### config.mk
export PLATFORM = sky130hd
export DESIGN_NAME = sram_tmon
export DESIGN_NICKNAME = d
export VERILOG_FILES = /design/src/rtl/sram_tmon_pkg.sv /design/src/rtl/tmon_win_decode.sv /design/src/rtl/tmon_stable_ctr.sv /design/src/rtl/tmon_flag_bank.sv /design/src/rtl/sram_tmon.sv
export SDC_FILE = /design/constraint.sdc
export NUM_CORES = 1
export LEC_CHECK = 0
export ABC_AREA = 1
export BUFFER_PORTS_ARGS = -buffer_cell sky130_fd_sc_hd__buf_2
export CORE_AREA = 2 2 114 116
export DETAILED_ROUTE_END_ITERATION = 6
export DIE_AREA = 0 0 116 118
export PLACE_DENSITY = 0.54
export SETUP_SLACK_MARGIN = 0.1
export SYNTH_ARGS = -nofsm -noshare
export SYNTH_HDL_FRONTEND = slang
export SYNTH_SLANG_ARGS = --single-unit
### constraint.sdc
create_clock -name clk -period 2.1 [get_ports clk]
set_clock_uncertainty 0.2 [all_clocks]
set_input_delay 0.42 -clock clk [delete_from_list [all_inputs] [get_ports clk]]
set_output_delay 0.42 -clock clk [all_outputs]
set_load 0.005 [all_outputs]
### src/rtl/sram_tmon_pkg.sv
package sram_tmon_pkg;

  typedef enum logic [1:0] {
    SRC_STROBE = 2'd0,
    SRC_LANE   = 2'd1,
    SRC_SELLO  = 2'd2,
    SRC_SELHI  = 2'd3
  } src_e;

  typedef struct packed {
    logic strobe_n;
    logic sel_lo_n;
    logic sel_hi;
  } ctl_t;

  localparam int NRULE       = 6;
  localparam int RU_WIDTH    = 0;
  localparam int RU_PERIOD   = 1;
  localparam int RU_AMOVE    = 2;
  localparam int RU_ASETUP   = 3;
  localparam int RU_DSETUP   = 4;
  localparam int RU_CONTEND  = 5;

endpackage

### src/rtl/tmon_win_decode.sv
module tmon_win_decode
  import sram_tmon_pkg::*;
#(
  parameter int NB = 2
) (
  input  ctl_t          cur,
  input  logic [NB-1:0] cur_lane_n,
  input  ctl_t          prv,
  input  logic [NB-1:0] prv_lane_n,
  output logic          win_now,
  output logic          win_prev,
  output logic          opened,
  output logic          closed,
  output logic          early,
  output src_e          src_open,
  output src_e          src_close
);

  logic cur_lane_any, prv_lane_any;
  logic prv_others;

  assign cur_lane_any = ~&cur_lane_n;
  assign prv_lane_any = ~&prv_lane_n;

  assign win_now  = ~cur.strobe_n & ~cur.sel_lo_n & cur.sel_hi & cur_lane_any;
  assign win_prev = ~prv.strobe_n & ~prv.sel_lo_n & prv.sel_hi & prv_lane_any;
  assign opened   = win_now & ~win_prev;
  assign closed   = win_prev & ~win_now;

  // all non-strobe enables already active one sample earlier -> strobe opened last
  assign prv_others = ~prv.sel_lo_n & prv.sel_hi & prv_lane_any;
  assign early      = ~prv_others;

  always_comb begin
    if (prv.strobe_n && !cur.strobe_n)       src_open = SRC_STROBE;
    else if (!prv_lane_any && cur_lane_any)  src_open = SRC_LANE;
    else if (prv.sel_lo_n && !cur.sel_lo_n)  src_open = SRC_SELLO;
    else                                     src_open = SRC_SELHI;
  end

  always_comb begin
    if (cur.strobe_n)                        src_close = SRC_STROBE;
    else if (!cur_lane_any)                  src_close = SRC_LANE;
    else if (cur.sel_lo_n)                   src_close = SRC_SELLO;
    else                                     src_close = SRC_SELHI;
  end

endmodule

### src/rtl/tmon_stable_ctr.sv
module tmon_stable_ctr #(
  parameter int W  = 16,
  parameter int CW = 6
) (
  input  logic          clk,
  input  logic          rst,
  input  logic [W-1:0]  val,
  output logic          moved,
  output logic [CW-1:0] run_q
);

  logic [W-1:0] last_q;

  assign moved = (val != last_q);

  always_ff @(posedge clk) begin
    if (rst) begin
      last_q <= '0;
      run_q  <= '0;
    end else begin
      last_q <= val;
      if (moved)             run_q <= CW'(1);
      else if (run_q != '1)  run_q <= run_q + 1'b1;
    end
  end

endmodule

### src/rtl/tmon_flag_bank.sv
module tmon_flag_bank #(
  parameter int NR = 6
) (
  input  logic          clk,
  input  logic          rst,
  input  logic [NR-1:0] hit,
  output logic [NR-1:0] pulse_q,
  output logic [NR-1:0] sticky_q
);

  for (genvar i = 0; i < NR; i++) begin : g_rule
    always_ff @(posedge clk) begin
      if (rst) begin
        pulse_q[i]  <= 1'b0;
        sticky_q[i] <= 1'b0;
      end else begin
        pulse_q[i]  <= hit[i];
        sticky_q[i] <= sticky_q[i] | hit[i];
      end
    end
  end

endmodule

### src/rtl/sram_tmon.sv
module sram_tmon
  import sram_tmon_pkg::*;
#(
  parameter int AW   = 19,
  parameter int DW   = 16,
  parameter int NB   = 2,
  parameter int T_WP = 15,
  parameter int T_WC = 22,
  parameter int T_AS = 18,
  parameter int T_DS = 9,
  parameter int CNTW = 16
) (
  input  logic            clk,
  input  logic            rst,
  input  logic            strobe_n,
  input  logic            sel_lo_n,
  input  logic            sel_hi,
  input  logic [NB-1:0]   lane_n,
  input  logic [AW-1:0]   addr,
  input  logic [DW-1:0]   dq,
  input  logic            ram_drive,
  output logic [5:0]      viol_pulse,
  output logic [5:0]      viol_sticky,
  output logic            wr_done,
  output logic [CNTW-1:0] wr_count,
  output logic [1:0]      start_src,
  output logic [1:0]      end_src
);

  localparam int MAX_AB = (T_WP > T_WC) ? T_WP : T_WC;
  localparam int MAX_CD = (T_AS > T_DS) ? T_AS : T_DS;
  localparam int MAXT   = (MAX_AB > MAX_CD) ? MAX_AB : MAX_CD;
  localparam int CW     = $clog2(MAXT + 1) + 1;
  localparam logic [CW-1:0] LIM_WP = CW'(T_WP);
  localparam logic [CW-1:0] LIM_WC = CW'(T_WC);
  localparam logic [CW-1:0] LIM_AS = CW'(T_AS);
  localparam logic [CW-1:0] LIM_DS = CW'(T_DS);

  ctl_t          cur, prv_q;
  logic [NB-1:0] lane_prv_q;

  assign cur = '{strobe_n: strobe_n, sel_lo_n: sel_lo_n, sel_hi: sel_hi};

  always_ff @(posedge clk) begin
    if (rst) begin
      prv_q      <= '{strobe_n: 1'b1, sel_lo_n: 1'b1, sel_hi: 1'b0};
      lane_prv_q <= '1;
    end else begin
      prv_q      <= cur;
      lane_prv_q <= lane_n;
    end
  end

  logic win_now, win_prev, opened, closed, early;
  src_e src_open, src_close;

  tmon_win_decode #(.NB(NB)) u_dec (
    .cur        (cur),
    .cur_lane_n (lane_n),
    .prv        (prv_q),
    .prv_lane_n (lane_prv_q),
    .win_now    (win_now),
    .win_prev   (win_prev),
    .opened     (opened),
    .closed     (closed),
    .early      (early),
    .src_open   (src_open),
    .src_close  (src_close)
  );

  logic          a_moved, d_moved;
  logic [CW-1:0] a_run_q, d_run_q;

  tmon_stable_ctr #(.W(AW), .CW(CW)) u_arun (
    .clk (clk), .rst (rst), .val (addr), .moved (a_moved), .run_q (a_run_q)
  );

  tmon_stable_ctr #(.W(DW), .CW(CW)) u_drun (
    .clk (clk), .rst (rst), .val (dq), .moved (d_moved), .run_q (d_run_q)
  );

  // window length, distance between openings, early-open memory
  logic [CW-1:0] open_len_q, since_q;
  logic          seen_q, early_q;

  always_ff @(posedge clk) begin
    if (rst) begin
      open_len_q <= '0;
      since_q    <= '0;
      seen_q     <= 1'b0;
      early_q    <= 1'b0;
    end else begin
      if (opened)                               open_len_q <= CW'(1);
      else if (win_now && open_len_q != '1)     open_len_q <= open_len_q + 1'b1;

      if (opened)                               since_q <= CW'(1);
      else if (since_q != '1)                   since_q <= since_q + 1'b1;

      if (opened) begin
        seen_q  <= 1'b1;
        early_q <= early;
      end
    end
  end

  logic [NRULE-1:0] hit;
  logic             early_eff;

  assign early_eff = opened ? early : early_q;

  always_comb begin
    hit             = '0;
    hit[RU_WIDTH]   = closed && (open_len_q < LIM_WP);
    hit[RU_PERIOD]  = opened && seen_q && (since_q < LIM_WC);
    hit[RU_AMOVE]   = win_now && win_prev && a_moved;
    hit[RU_ASETUP]  = closed && (a_run_q < LIM_AS);
    hit[RU_DSETUP]  = closed && (d_run_q < LIM_DS);
    hit[RU_CONTEND] = win_now && early_eff && ram_drive;
  end

  tmon_flag_bank #(.NR(NRULE)) u_flags (
    .clk      (clk),
    .rst      (rst),
    .hit      (hit),
    .pulse_q  (viol_pulse),
    .sticky_q (viol_sticky)
  );

  always_ff @(posedge clk) begin
    if (rst) begin
      wr_done   <= 1'b0;
      wr_count  <= '0;
      start_src <= 2'd0;
      end_src   <= 2'd0;
    end else begin
      wr_done <= closed;
      if (closed) begin
        wr_count <= wr_count + 1'b1;
        end_src  <= src_close;
      end
      if (opened) start_src <= src_open;
    end
  end

  // d_moved is consumed through d_run_q; keep the net read for lint
  logic unused_ok;
  assign unused_ok = d_moved;

endmodule

==> summary.txt, run 1 <==
Run status
  – Status: complete, no violations

STA
  – RSZ-0062 raised after global routing: no
  – Worst Max-Slew Pin Slew: 0.429 ns
  – Relative max-transition margin: 71.4%
  – Sum Neg Setup Slack: 0 ns
  – Final WS setup: roughly 0.40 ns
  – Final worst path period share: roughly four fifths
  – Min Tclk post-route: 1.70 ns
  – Hold Fails Final Rpt: 0
  – Fmax: 587 MHz
  – Final Setup Violations: 0
  – Slew Viols, Final: 0
  – Worst Hold Slack: 0.0863 ns

Logic synthesis
  – Area leader, netlist: dfxtp_1
  – Ys Warns: 0
  – Synth Register Bits: 99
  – Synthesized area: 4250 µm²
  – Top cell type's share of synthesized area: a little under half
  – Sequential element share of the synthesized area: 46.7%
  – Distinct cells, synth: 33
  – Post-Syn Area per Cell: roughly 7.3 µm²
  – Cells after Synth: 582
  – Syn Nets: 631
  – Top post-synthesis cells by area: dfxtp_1 47%, nand2_1 11%, nor2_1 9.5%

Route
  – Drt total wl: 8400 µm
  – DRC Markers: 0
  – Post-route ant nets: 0
  – Initial DRC count: approximately 120
  – Via count: 3578
  – Vias per cell: 4.27
  – DRT Pass-1 Iters: 4
  – DR WL/cell: 10.0 µm

Critical path
  – Worst stage delay on the critical path: about 0.37 ns
  – Crit. End Element: flop
  – Critical path class: reg2reg
  – Worst path required time: 2.18 ns
  – Most used cell, CP: nand2_1
  – Data arrival, critical path: about 1.8 ns
  – Crit Path Max Fanout: 6
  – Crit-path cells: ha_1 -> nand3_1 -> nor2_1 -> nand2_1 -> nand2_1 -> inv_1 -> nand3_1 -> nand2_1 -> a21oi_1
  – Startpoint Class: flop
  – Worst path slowest cell: dfxtp_1

Clocking
  – Clock H-tree levels: 3
  – Max clock buf depth: 2
  – Cts repair resizes: 0
  – CTS Buf Count: 9
  – Clock Pin Slew Worst Setup and Hold Paths: about 0.06 ns
  – TritonCTS clock tree: done
  – Post-CTS Setup Bufs: 0
  – Num Clock Sinks: 99
  – Skew-Pair Late Insertion Delay: 0.34 ns
  – Hold Buf Count CTS: 0
  – Root Buffer: clkbuf_16

Finish
  – Commonest non-fill, non-tap cell in the layout: nand2_1
  – Final Util: 41.0%
  – Final Net Count: about 710
  – Layout area overhead: 19.9%
  – Fill cells: 1338
  – Share of cells above drive strength 1: about 17%
  – Ant diodes: 0
  – Most frequent cells in the layout: 125 x nand2_1, 107 x nor2_1, 99 x dfxtp_1

Floorplanning
  – Die X: 116 µm
  – Core Area: 12400 µm²
  – Die Ht: 118 µm
  – Core Rows: 41
  – Initial cell density of the core: around a third
  – Die footprint: 13700 µm²
  – # IOs: 76

Placed design
  – Routability cong.: roughly 0.8
  – Worst slack, placed: 0.188 ns
  – IO buf count: 75
  – Post-DP HPWL: 6380 µm

Global route
  – Grt met2 use: 20.7%
  – Vias in the first global route: 3254
  – Met1 usage: 16.4%
  – Gr busiest metal: met2
  – Largest net degree at the start of global routing: 42
  – Met3 Use GR: 4.07%
  – Total congestion overflow: 0
  – First-pass GRT wire length: 14400 µm
  – Initial antenna violation count: 0
  – GRT Util Overall: 13.2%

Power and ir drop
  – Power per cell area: 722 nW/µm²
  – Final Power: 0.00367 W
  – Pleak: 2.43 nW
  – Peak VDD IR: 0.357 mV

Run
  – Maxcap violations: 0

Hold path
  – Worst Hold Class: in2reg
==> where the power goes <==
part	switching [W]	internal, W
clock	0.000667	0.000786
combinational	0.000145	0.000113
sequential	0.0000292	0.00193
total	0.000842	0.00283
==> per-stage QoR <==
stage / cell area [µm²] / instances
after global routing: 5090 / 838
after CTS: 5090 / 838
after floorplan: 4250 / 582
after detailed placement: 4840 / 824
final: 5090 / 838
after global placement: 4840 / 824
==> cells by family (layout without fill, tap and decap cells) <==
group,after synthesis,in the layout,synth area share [%]
AO/OA/AOI/OAI,48,48,6.04
XOR/XNOR,29,29,5.98
adder cells (fa/ha/maj),6,6,1.77
buffers and inverters,106,190,9.46
flip-flops,99,99,46.7
multiplexers,1,1,0.236
AND/OR/NAND/NOR,293,293,29.8
==> path summary, 6_finish.rpt <==
| check | start | to | slack, ns | cells past startpoint |
|---|---|---|---|---|
| worst max-delay path | open_len_q[0] | open_len_q[2] | 0.40 | 9 |
| worst min-delay path | lane_n[0] | lane_prv_q[0] | 0.09 | 2 |
| worst min register to register | u_flags.sticky_q[5] | u_flags.sticky_q[5] | 0.25 | 2 |
| worst max register to register | open_len_q[0] | open_len_q[2] | 0.40 | 9 |
==> layout make-up <==
class	count	area (µm²)	share of cell area, %
inverters	97	364	7.15
clock buffers	11	233	4.57
flip-flops and latches	99	1980	38.9
repair buffers	79	418	8.21
multi-input cells	377	1860	36.6
well taps	172	215	4.23
clock inverters	3	17.5	0.344
==> state kept, by name, indices dropped and copies added (netlist names) <==
name              cells
wr_done               1
u_drun.last_q        16
u_flags.sticky_q      6
end_src               2
wr_count             16
prv_q                 3
early_q               1
lane_prv_q            2
since_q               6
u_drun.run_q          6
seen_q                1
u_flags.pulse_q       6
u_arun.last_q        19
u_arun.run_q          6
start_src             2
open_len_q            6
==> layer usage <==
layer / wire length, µm / vias up
met3: 507 / 14
met2: 3730 / 72
li1: - / 1934
met1: 3970 / 1558
met4: 192 / 0
met5: 0 / -
==> Yosys cell counts <==
cell	count
buf_4	1
o21ai_1	3
a211oi_1	2
clkbuf_1	8
ha_1	6
nand3_1	28
o21ai_0	18
inv_1	94
nand2_4	1
o21bai_1	1
o2111ai_1	1
dfxtp_1	99
inv_2	2
o211ai_1	1
nor2_2	1
or2_1	1
a31oi_1	2
nor2_8	1
xnor2_1	10
nand2_1	125
mux2i_1	1
nand3b_1	3
nand2_2	3
nand3_4	1
a21oi_1	20
or2_2	5
clkinv_1	1
nand4_1	6
nor2_4	3
nor3_1	6
xor2_1	19
nor2_1	107
nor3_2	2
==> critical path: cells and delay by family (launching register included) <==
kind / cells / cell delay [ns]
DFF: 1 / 0.37
adders and majority gates: 1 / 0.20
and+or+nand+nor: 6 / 0.66
AOI/OAI and AO/OA: 1 / 0.10
buffers and inverters: 1 / 0.12
No activity file was read; power rests on OpenSTA's default activity.
==> run 2: changes to the inputs <==
Settings changed: ABC_AREA 1 to 0, CORE_AREA 2 2 114 116 to 2 2 111 113, DIE_AREA 0 0 116 118 to 0 0 113 115, PLACE_DENSITY 0.54 to 0.57.
Clock period 2.1 ns to 1.4 ns, I/O delays scaled along.
==> summary.txt, run 2 <==
Route
  – Via count: 3714
  – Drt total wl: 10700 µm
  – DRT Pass-1 Iters: 7
  – DR WL/cell: 13.9 µm
  – Initial DRC count: 78
  – Vias per cell: 4.84
  – Post-route ant nets: 0
  – DRC Markers: 2

Logic synthesis
  – Syn Nets: roughly 470
  – Number of synthesized flops with an enable pin: 0
  – Area leader, netlist: dfxtp_1
  – Top_reg_cell synth: dfxtp_1
  – Distinct cells, synth: 48
  – Sequential element share of the synthesized area: roughly half
  – Top post-synthesis cells by area: dfxtp_1 49%, xor2_1 7.1%, nor2b_1 6.2%
  – Post-Syn Area per Cell: 9.63 µm²
  – Most common library cells after synthesis: 99 x dfxtp_1, 40 x nor2b_1, 33 x xor2_1
  – Cells after Synth: 420
  – Ys Warns: 0
  – Synthesized area: 4040 µm²
  – Most frequent cell after synthesis: dfxtp_1
  – Post-synth ARST share: 0%
  – Synth Register Bits: 99
  – Top cell type's share of synthesized area: 49.0%

Finish
  – Reg area: approximately 2000 µm²
  – Reg with most FFs: u_arun.last_q
  – Share of cells above drive strength 1: 48.6%
  – Ant diodes: 0
  – Area of the multi-input gates: 2490 µm²
  – Layout area overhead: 65.8%
  – Top flop regs: u_arun.last_q x19, u_drun.last_q x16, wr_count x16
  – Fill cells: 1028
  – Max reg flops: 19
  – Most frequent cells in the layout: 63 x buf_4, 59 x dfxtp_1, 59 x buf_2
  – Final Net Count: 665
  – Design Area, Final: 6710 µm²
  – Commonest non-fill, non-tap cell in the layout: buf_4

Floorplanning
  – Initial cell density of the core: between 30% and 40%
  – Core Rows: 40
  – # IOs: 76
  – Core Area: about 12000 µm²
  – Die X: about 110 µm
  – Die Ht: 115 µm
  – Die footprint: approximately 13000 µm²

Run
  – Maxcap violations: 0

Clocking
  – CTS Buf Count: 9
  – Root Buffer: clkbuf_16
  – Clock Pin Slew Worst Setup and Hold Paths: ~0.070 ns
  – Num Clock Sinks: 99
  – TritonCTS clock tree: done
  – Clock H-tree levels: 3
  – Skew-Pair Late Insertion Delay: 0.34 ns
  – Max clock buf depth: 2

Run status
  – Status: finished with violations
  – Failing checks: DRC, setup timing

Critical path
  – Crit Path Max Fanout: 13
  – R2R Setup Slk: -0.59 ns
  – Critical path class: reg2reg
  – Data arrival, critical path: 2.01 ns
  – Path depth of the worst reg2reg path: 6
  – RR Startpoint: lane_prv_q[0]
  – Startpoint Class: flop
  – Crit path capture: wr_count[11]
  – Crit. End Element: flop
  – CP startpoint: lane_prv_q[0]
  – Worst path required time: 1.43 ns
  – Reg2reg end: wr_count[11]

STA
  – Relative max-transition margin: around 70%
  – Slew Viols, Final: 0
  – Final WS setup: -0.585 ns
  – Final worst path period share: 142%
  – Fmax: 504 MHz
  – Hold Fails Final Rpt: 0
  – Final Setup Violations: 59
  – RSZ-0062 raised after global routing: yes
  – Worst Max-Slew Pin Slew: 0.451 ns
  – Min Tclk post-route: 1.99 ns

Global route
  – Total congestion overflow: 0
  – First-pass GRT wire length: 17500 µm
  – Vias in the first global route: 3763
  – Largest net degree at the start of global routing: 30
  – Initial antenna violation count: 0
  – GRT Util Overall: 16.8%

Hold path
  – Worst Hold Class: in2reg

Power and ir drop
  – Peak VDD IR: 0.812 mV
  – Power per cell area: 899 nW/µm²
  – Pleak: 2.80 nW
  – Final Power: 0.00603 W

Placed design
  – Routability cong.: 0.773
  – Post-DP HPWL: 7000 µm
  – DP Area: between 5000 and 6000 µm²
  – IO buf count: 75
==> run 2: cell types whose count changed after synthesis, sizes merged, moves of 10 or more <==
cell,before,now
inv,96,9
o21ai,21,11
nand3,29,12
nor4,0,13
nor2,112,17
nand2,129,20
xor2,19,33
nor2b,0,40
==> run 2: layout make-up <==
| cell class | instances | share of cell area, % |
|---|---|---|
| tap | 147 | 2.74 |
| sequential | 99 | 30.4 |
| clock inverter | 6 | 0.914 |
| timing repair buffer | 200 | 24.7 |
| clock buffer | 10 | 3.56 |
| inverter | 10 | 0.578 |
| multi-input combinational | 296 | 37.1 |
==> run 2: worst min-delay path by stage <==
stage                        start                  end  cells after the start
2_1_floorplan            lane_n[0]        lane_prv_q[0]                      1
3_3_place_gp   u_flags.sticky_q[1]  u_flags.sticky_q[1]                      1
3_5_place_dp   u_flags.sticky_q[1]  u_flags.sticky_q[1]                      1
4_1_cts                  lane_n[1]        lane_prv_q[1]                      3
5_1_grt                  lane_n[1]        lane_prv_q[1]                      3
6_report                 lane_n[1]        lane_prv_q[1]                      3
==> run 2: repair_timing <==
| action | in CTS | in global routing |
|---|---|---|
| setup endpoints to repair | 77 | 83 |
| gates resized for setup | 93 | 55 |
| setup buffers | 10 | 13 |
| hold endpoints to repair | 36 | 0 |
| gates cloned | 1 | 1 |
| pin swaps | 32 | 21 |
| hold buffers | 36 | 0 |
==> run 2: worst max-delay path, cell delays in order, from the launching register on <==
cell	delay [ns]
dfxtp_1	0.31
and2_4	0.15
a2111o_1	0.46
buf_4	0.19
clkbuf_16	0.16
o31ai_1	0.31
a21oi_2	0.09
==> run 2: kinds of logic after synthesis <==
family | count (synthesis) | synth area share [%]
buffers and inverters | 25 | 2.35
AOI/OAI and AO/OA | 68 | 11.1
and+or+nand+nor | 166 | 23.1
DFF | 99 | 49.0
xor gates and xnor gates | 46 | 9.96
adders and majority gates | 6 | 1.86
muxes | 10 | 2.54
==> run 2: routing by layer <==
metal	vias up	track usage (%)	wire length (µm)
li1	1868	-	-
met1	1766	19.9	4490
met2	72	29.6	5500
met3	8	5.11	596
met4	0	4.39	97
met5	-	0	0
==> run 2: report_power, final <==
part	total, W	internal, W	switching, W
clock network	0.00244	0.00129	0.00115
registers	0.00295	0.00290	0.0000507
logic	0.000641	0.000357	0.000285
==> run 2: stage by stage <==
stage               hold WS, ns  util [%]  setup WS [ns]  TNS (ns)  std cells
detailed placement        0.246      44.7         -0.697    -25.50        697
floorplan                 0.187         -         -0.488     -8.65        420
finish                   0.0576      56.8         -0.585    -14.84        768
CTS                      0.0460      54.3         -0.559    -14.26        760
global placement          0.233      44.7         -0.665    -24.37        697
global route             0.0548      56.8         -0.679    -19.13        768
==> run 3: changes to the inputs <==
Clock period 1.4 ns to 1.6 ns, I/O delays scaled along.
==> summary.txt, run 3 (synthesized netlist as in run 2, its figures left out) <==
STA
  – Final WS setup: -0.325 ns
  – Fmax: between 500 and 600 MHz
  – Slew Viols, Final: 0
  – Worst Hold Slack: 0.0122 ns
  – Hold Fails Final Rpt: 0
  – Min Tclk post-route: 1.92 ns
  – Final worst path period share: 120%
  – RSZ-0062 raised after global routing: yes
  – Relative max-transition margin: 77.3%
  – Worst Max-Slew Pin Slew: 0.340 ns
  – Final Setup Violations: 22

Hold path
  – Hold path depth: 2
  – Worst Hold Class: in2reg

Global route
  – Total congestion overflow: 0
  – Largest net degree at the start of global routing: 35
  – Vias in the first global route: 3395
  – First-pass GRT wire length: 15700 µm
  – GRT Util Overall: 14.9%
  – Initial antenna violation count: 0

Clocking
  – Clock H-tree levels: 3
  – Clock Pin Slew Worst Setup and Hold Paths: about 0.070 ns
  – TritonCTS clock tree: done
  – Root Buffer: clkbuf_16
  – Hold Buf Count CTS: 0
  – CTS Buf Count: 9
  – Skew-Pair Late Insertion Delay: approximately 0.34 ns
  – Num Clock Sinks: 99
  – Max clock buf depth: 2

Finish
  – Reg area: 2010 µm²
  – Top flop regs: u_arun.last_q x19, u_drun.last_q x16, wr_count x16
  – Max reg flops: 19
  – Layout area overhead: 47.2%
  – Share of cells above drive strength 1: 45.5%
  – Commonest non-fill, non-tap cell in the layout: dfxtp_1
  – Ant diodes: 0
  – Final Util: between 50% and 60%
  – Area of the multi-input gates: 2470 µm²
  – Fill cells: about 1100
  – Most frequent cells in the layout: 83 x dfxtp_1, 75 x buf_2, 59 x buf_4
  – Reg with most FFs: u_arun.last_q
  – Final Net Count: about 610

Route
  – DRC Markers: 2
  – DRT Pass-1 Iters: 6
  – Initial DRC count: 63
  – DR WL/cell: 13.5 µm
  – Post-route ant nets: 0
  – Vias per cell: slightly below 5
  – Via count: 3502
  – Drt total wl: ~9600 µm

Critical path
  – Critical path class: reg2reg
  – Worst stage delay on the critical path: 0.38 ns
  – Path depth of the worst reg2reg path: 5
  – Startpoint Class: flop
  – Worst path required time: 1.63 ns
  – Crit Path Max Fanout: 25
  – Data arrival, critical path: 1.96 ns
  – Worst path slowest cell: a2111o_1
  – Crit-path cells: and2_4 -> a2111o_1 -> buf_12 -> nor4_4 -> mux2_4
  – Crit. End Element: flop

Floorplanning
  – Core Rows: 40
  – Die footprint: 13000 µm²
  – Die X: 113 µm
  – Die Ht: 115 µm
  – Initial cell density of the core: between 30% and 40%
  – # IOs: 76
  – Core Area: 11800 µm²

Run
  – Maxcap violations: 0

Placed design
  – Routability cong.: roughly 0.77
  – Post-DP HPWL: 6750 µm
  – IO buf count: 75

Power and ir drop
  – Final Power: 0.00510 W
  – Peak VDD IR: 0.602 mV
  – Power per cell area: 856 nW/µm²
  – Pleak: 2.49 nW

Run status
  – Status: finished with violations
  – Failing checks: DRC, setup timing
-- run 3: repair_timing --
item                                   in CTS  in global routing
setup endpoints to repair                  57                 59
pin swaps                                  26                 21
gates cloned                                1                  0
gates resized for setup                    51                 52
endpoints found under the hold margin       0                  0
buffers inserted                            5                  7
-- run 3: final cells by class --
class,instances,share of cell area [%]
multi-input cells,296,41.5
flip-flops and latches,99,33.8
repair buffers,144,16.2
clock buffers,11,4.25
well taps,147,3.09
inverters,10,0.631
clock inverters,5,0.588
-- run 3: final timing paths --
check	start	end	slack (ns)
worst min-delay path	addr[1]	u_arun.last_q[1]	0.01
worst max-delay path	lane_prv_q[0]	wr_count[15]	-0.32
worst max register to register	lane_prv_q[0]	wr_count[15]	-0.32
worst min register to register	u_flags.sticky_q[1]	u_flags.sticky_q[1]	0.25
-- run 3: power by group --
part           switching [W]  total, W  internal, W  leakage, nW
clock               0.000922   0.00206      0.00114        0.142
sequential         0.0000445   0.00258      0.00254        0.815
combinational       0.000224  0.000448     0.000225         1.53
-- run 3: critical path, delay by kind of cell, from the launching register on --
kind,cells,cell delay [ns]
simple gates,2,0.43
compound gates,1,0.38
mux,1,0.32
flops,1,0.31
buf+inv,1,0.17
-- run 3: metrics by stage --
step                      std cells  setup WS [ns]  instance area, µm²  TNS [ns]
final                           712         -0.325                5950     -3.62
after global routing            712         -0.372                5950     -5.33
after CTS                       706         -0.332                5700     -4.04
after detailed placement        684         -0.464                5100    -11.30
after global placement          684         -0.455                5100    -10.27
after floorplan                 420         -0.287                4160     -2.64
-- run 3: routing by layer --
| metal | track usage, % | part of all wire (%) | wire (µm) |
|---|---|---|---|
| met3 | 4.48 | 6.1 | 591 |
| met4 | 5.37 | 1.3 | 123 |
| met5 | 0 | 0 | 0 |
| met1 | 18.2 | 44 | 4200 |
| met2 | 25.3 | 49 | 4720 |
